<file path="config.mk">
export PLATFORM = sky130hd
export DESIGN_NAME = dsp_mmio_front
export DESIGN_NICKNAME = d
export VERILOG_FILES = /design/src/rtl/dsp_mmio_front.sv
export SDC_FILE = /design/constraint.sdc
export NUM_CORES = 1
export LEC_CHECK = 0
export BUFFER_PORTS_ARGS = -buffer_cell sky130_fd_sc_hd__clkbuf_2
export CAP_MARGIN = 20
export CORE_AREA = 5 5 222 224
export CTS_CLUSTER_DIAMETER = 60
export DETAILED_ROUTE_END_ITERATION = 10
export DIE_AREA = 0 0 227 229
export PLACE_DENSITY = 0.88
export SYNTH_ARGS = -nofsm -noshare
export SYNTH_HDL_FRONTEND = slang
export SYNTH_SLANG_ARGS = --single-unit
</file>
<file path="constraint.sdc">
create_clock -name clk -period 4.9 [get_ports clk]
set_input_delay 0.49 -clock clk [delete_from_list [all_inputs] [get_ports clk]]
set_output_delay 0.49 -clock clk [all_outputs]
set_load 0.01 [all_outputs]
</file>
<file path="src/rtl/dsp_mmio_front.sv">
module dsp_mmio_front #(
  parameter int AW        = 16,
  parameter int DW        = 32,
  parameter int X_BASE    = 'h0000,
  parameter int X_WORDS   = 'hC00,
  parameter int Y_BASE    = 'h6000,
  parameter int Y_WORDS   = 'h100,
  parameter int P_BASE    = 'hA000,
  parameter int P_WORDS   = 'h1000,
  parameter int CTRL_OFF  = 'hFFFC,
  parameter int SCR_WORDS = 16,
  localparam int XIW = $clog2(X_WORDS),
  localparam int YIW = $clog2(Y_WORDS),
  localparam int PIW = $clog2(P_WORDS)
) (
  input  logic           clk,
  input  logic           rst_n,
  input  logic           bus_valid,
  input  logic           bus_write,
  input  logic [AW-1:0]  bus_addr,
  input  logic [DW-1:0]  bus_wdata,
  output logic           bus_rvalid,
  output logic [DW-1:0]  bus_rdata,
  output logic           x_rd,
  output logic [XIW-1:0] x_idx,
  input  logic [DW-1:0]  x_data,
  output logic           y_rd,
  output logic [YIW-1:0] y_idx,
  input  logic [DW-1:0]  y_data,
  output logic           p_rd,
  output logic [PIW-1:0] p_idx,
  input  logic [DW-1:0]  p_data,
  output logic           core_reset,
  output logic           core_boot,
  output logic           core_run,
  output logic           core_nmi,
  output logic           core_abort,
  output logic           win_wr_err
);
  localparam int WIW = AW - 2;
  localparam int SIW = $clog2(SCR_WORDS);
  localparam int B_PROC = 0;
  localparam int B_DSP  = 1;
  localparam int B_NMI  = 2;
  localparam int B_ABRT = 3;
  localparam logic [WIW-1:0] XB_W = WIW'(X_BASE >> 2);
  localparam logic [WIW-1:0] XE_W = WIW'((X_BASE >> 2) + X_WORDS);
  localparam logic [WIW-1:0] YB_W = WIW'(Y_BASE >> 2);
  localparam logic [WIW-1:0] YE_W = WIW'((Y_BASE >> 2) + Y_WORDS);
  localparam logic [WIW-1:0] PB_W = WIW'(P_BASE >> 2);
  localparam logic [WIW-1:0] PE_W = WIW'((P_BASE >> 2) + P_WORDS);
  localparam logic [WIW-1:0] CT_W = WIW'(CTRL_OFF >> 2);

  typedef enum logic [1:0] {SRC_REG, SRC_X, SRC_Y, SRC_P} src_e;

  logic [WIW-1:0] widx, xoff, yoff, poff;
  logic           in_x, in_y, in_p, in_win, hit_ctrl, rd_req, wr_req;
  logic [DW-1:0]  ctrl_q, reg_q, reg_rd;
  logic [DW-1:0]  scr [SCR_WORDS];
  src_e           src_q;

  assign widx     = bus_addr[AW-1:2];
  assign in_x     = (widx >= XB_W) && (widx < XE_W);
  assign in_y     = (widx >= YB_W) && (widx < YE_W);
  assign in_p     = (widx >= PB_W) && (widx < PE_W);
  assign in_win   = in_x || in_y || in_p;
  assign hit_ctrl = (widx == CT_W);
  assign rd_req   = bus_valid && !bus_write;
  assign wr_req   = bus_valid && bus_write;

  assign xoff  = widx - XB_W;
  assign yoff  = widx - YB_W;
  assign poff  = widx - PB_W;
  assign x_idx = xoff[XIW-1:0];
  assign y_idx = yoff[YIW-1:0];
  assign p_idx = poff[PIW-1:0];
  assign x_rd  = rd_req && in_x;
  assign y_rd  = rd_req && in_y;
  assign p_rd  = rd_req && in_p;

  assign reg_rd = hit_ctrl ? ctrl_q : scr[widx[SIW-1:0]];

  always_ff @(posedge clk) begin
    if (!rst_n) begin
      bus_rvalid <= 1'b0;
      src_q      <= SRC_REG;
      reg_q      <= '0;
    end else begin
      bus_rvalid <= rd_req;
      if (rd_req) begin
        reg_q <= reg_rd;
        if (in_x)      src_q <= SRC_X;
        else if (in_y) src_q <= SRC_Y;
        else if (in_p) src_q <= SRC_P;
        else           src_q <= SRC_REG;
      end
    end
  end

  always_comb begin
    case (src_q)
      SRC_X:   bus_rdata = x_data;
      SRC_Y:   bus_rdata = y_data;
      SRC_P:   bus_rdata = p_data;
      default: bus_rdata = reg_q;
    endcase
  end

  always_ff @(posedge clk) begin
    if (!rst_n) begin
      ctrl_q     <= '0;
      core_reset <= 1'b0;
      core_boot  <= 1'b0;
      win_wr_err <= 1'b0;
      for (int i = 0; i < SCR_WORDS; i++) scr[i] <= '0;
    end else begin
      core_reset <= 1'b0;
      core_boot  <= 1'b0;
      if (wr_req) begin
        if (in_win) begin
          win_wr_err <= 1'b1;
        end else if (hit_ctrl) begin
          ctrl_q <= bus_wdata;
          if (!(bus_wdata[B_PROC] && bus_wdata[B_DSP]))
            core_reset <= 1'b1;
          else if (!(ctrl_q[B_PROC] && ctrl_q[B_DSP]))
            core_boot <= 1'b1;
        end else begin
          scr[widx[SIW-1:0]] <= bus_wdata;
        end
      end
    end
  end

  assign core_run   = ctrl_q[B_PROC] && ctrl_q[B_DSP];
  assign core_nmi   = ctrl_q[B_NMI];
  assign core_abort = ctrl_q[B_ABRT];
endmodule

</file>
==> impl_metrics.py <==
metrics = {
    "outcome": {
        "status": "finished clean",
    },
    "worst_setup_path": {
        "critical_path_class": "input pin to register",
        "worstPathArrival_ns": 3.47,
        "critPathMaxFanout": 45,
        "crit_slowest_cell": "o21ai_4",
        "cpLargestDelayFamily": "compound AO/OA/AOI/OAI gates",
        "crit_buf_inv": 2,
        "cpPeakStageDelay_ns": 0.91,
        "reg2regPathDepth": 3,
        "cp.required_ns": 5.15,
        "cp-end-kind": "register",
        "cp_cell_sequence": "buf_8 > nand4_1 > o41a_1 > nand4_1 > o21ai_4 > buf_4",
        "worstSetupPathDepth": 6,
        "critPathLaunchType": "input pin",
        "crit_path_frequent_cell": "nand4_1",
    },
    "route": {
        "vias": 19596,
        "ant_nets": 0,
        "dr.pass1.iters": 6,
        "drc": 0,
        "wl_mm": 81.75,
        "wl_per_cell_um": 28.35,
        "via_per_inst": 6.795,
        "drtIter0Drc": 3033,
    },
    "placed_design": {
        "routabilityCongestion": 0.8831,
        "placed_area_sq_mm": 0.02814,
        "post-dp-hpwl_mm": 47.40,
        "dp_cells": 2772,
        "numPortBuffers": 219,
    },
    "timing": {
        "rsz0062_at_grt": "no",
        "report.final.setup_viol": 0,
        "worstMarginPinSlew_ns": 1.175,
        "fin_crit_ns": 3.219,
        "finalCritPeriodShare_pct": 65.70,
        "fmax_ghz": 0.3106,
        "drv_slew": 0,
        "fin_setup_tns_ns": 0,
        "final_hold_viol_count": 0,
        "slew_headroom_pct": 21.68,
        "skew_ns": 0.01902,
    },
    "pwr": {
        "ir_drop_mv": 0.2785,
        "pwr-share-comb_pct": 9.3,
        "power.total_w": 0.01096,
        "cellInternalPower_w": 0.008380,
        "power.density_mw_per_mm2": 365.0,
        "pwr-share-clk_pct": 38.5,
        "p_seq_share_pct": 52.2,
        "switchingPower_w": 0.002579,
        "power_leakage_nw": 10.64,
        "p_sw_share_pct": 23.54,
    },
    "logic_synthesis": {
        "yosysWarningCount": 0,
        "synth_cells": 2086,
        "ys_ff_latch": 582,
        "ys_seq_area_share_pct": 62.49,
        "synthTopCellsByCount": "edfxtp_1 (512), nor2_1 (452), nand2_1 (199)",
        "ys.flop_type": "edfxtp_1",
        "synth_edf_count": 512,
        "synth.distinct_cells": 43,
        "synthArstFlopShare_pct": 0,
        "syn-num-nets": 2234,
        "synth_area_leaders": "edfxtp_1 (57%), mux4_2 (8.1%), nor2_1 (6.3%)",
        "synth_top_area_share_pct": 57.27,
        "yosysTopAreaCell": "edfxtp_1",
        "synth_area_per_cell_sq_um": 12.87,
        "syn-cell-area_sq_mm": 0.02685,
        "synth.most_common_cell": "edfxtp_1",
    },
    "cts": {
        "clock_sinks": 582,
        "hold_buffers": 0,
        "postCtsSetupRepairBufs": 0,
        "cts-root-buf": "clkbuf_16",
        "clkSlewWorstSetupHoldPaths_ns": 0.06,
        "cts_tree": "built",
        "htreeDepth": 2,
        "clkLatencyLatePin_ns": 0.61,
        "cts-buffers-inserted": 56,
        "cts_resized": 0,
        "clockBufferDepth": 3,
    },
    "final_layout": {
        "finalNetCount": 2368,
        "final_util_pct": 63.69,
        "drive_above_1_share_pct": 23.17,
        "stdcell_count": 2884,
        "n_fill_cell": 3110,
        "fin_area_sq_mm": 0.03003,
        "synthToLayoutAreaGrowth_pct": 11.85,
    },
    "global_routing": {
        "grt_max_degree": 97,
        "grt_pass1_wl_mm": 120.1,
        "grt_pass1_vias": 20057,
        "overflow": 0,
        "grtUsageTotal_pct": 30.68,
        "antenna_found_initial": 3,
    },
    "die": {
        "fp.dieW_um": 227,
        "core_sq_mm": 0.04715,
        "start_util_pct": 56.95,
        "fp-row-count": 80,
        "pin_count": 222,
        "die-area_sq_mm": 0.05198,
        "fp.dieH_um": 229,
    },
    "worst_hold_path": {
        "min_path_type": "input pin to register",
        "hold_path_depth": 3,
    },
    "job": {
        "cap_violations": 0,
    },
}
[kinds of logic (layout without fill, tap and decap cells)]
family | Yosys count | in the layout | share of synthesized area (%)
AND/OR/NAND/NOR | 850 | 850 | 13.72
flip-flops | 582 | 582 | 62.49
XOR/XNOR | 1 | 1 | 0.03263
other | 0 | 3 | 0
buffers and inverters | 213 | 393 | 4.880
multiplexers | 256 | 256 | 14.17
AO/OA/AOI/OAI | 184 | 184 | 4.712
[cells in the final DEF, fill, tap and decap left out, drive strengths merged, types with 2 or more instances in the layout]
cell type and n:
or3b 3, and3 98, clkinvlp 3, inv 4
nand2 199, mux2 32, clkinv 20, bufinv 3
nor2 452, and2 3, buf 69, nor4 34
nand2b 3, and4 3, a21oi 2, nor3 33
o21ai 48, clkbuf 294, a211oi 33, diode 3
dfxtp 70, nor2b 5, nand3 3, mux2i 128
mux4 96, a22oi 32, nand4 10, a22o 32
o22ai 32, edfxtp 512
[state kept, by name, summed over array words and instances, names as in the netlist]
signal / flops
scr: 512
reg_q: 32
win_wr_err: 1
src_q: 2
bus_rvalid: 1
core_reset: 1
core_boot: 1
ctrl_q: 32
[stage by stage]
| step | worst slack, ns | hold WS [ns] |
|---|---|---|
| 6_report | 1.681 | 0.2405 |
| 5_1_grt | 1.608 | 0.2470 |
| 4_1_cts | 1.609 | 0.2159 |
| 3_5_place_dp | 1.184 | 0.4511 |
| 3_3_place_gp | 1.294 | 0.4428 |
| 2_1_floorplan | 0.7959 | 0.4354 |
[cell type report]
class	instances	area (sq um)	share of cell area, %
Sequential cell	582	16780	55.88
Antenna cell	3	7.507	0.02500
Timing Repair Buffer	285	1689	5.625
Inverter	4	15.01	0.05000
Multi-Input combinational cell	1291	8997	29.96
Tap cell	615	769.5	2.563
Clock inverter	26	205.2	0.6834
Clock buffer	78	1565	5.213
[worst reg2reg max path, cell delays in order (launching register included)]
cell and delay [ns]:
edfxtp_1 0.40, mux4_2 0.48, a22oi_1 0.33, a211oi_1 0.13
[routing by layer]
metal / vias to the layer above / GRT usage [%] / routed length (um)
met3: 346 / 9.387 / 12630
met2: 1931 / 49.02 / 38330
met1: 9365 / 38.13 / 26060
met5: - / 0 / 0
met4: 0 / 15.34 / 4730
li1: 7954 / - / -
[final timing paths]
check	slack, ns	to	start
worst min-delay path	0.24	ctrl_q[11]	bus_wdata[11]
worst max register to register	3.44	reg_q[23]	scr[14][23]
worst min register to register	0.46	ctrl_q[5]	ctrl_q[5]
worst max-delay path	1.68	scr[7][6]	bus_addr[2]
[power by group through the flow]
| stage | sequential, W | clock [W] | combinational (W) |
|---|---|---|---|
| 2_1_floorplan | 0.00578 | 0 | 0.000606 |
| 3_3_place_gp | 0.00580 | 0 | 0.000933 |
| 3_5_place_dp | 0.00583 | 0 | 0.000962 |
| 4_1_cts | 0.00573 | 0.00421 | 0.000972 |
| 5_1_grt | 0.00573 | 0.00445 | 0.00106 |
| 6_report | 0.00572 | 0.00422 | 0.00102 |
Note: power is estimated with default switching activity, not from simulation.
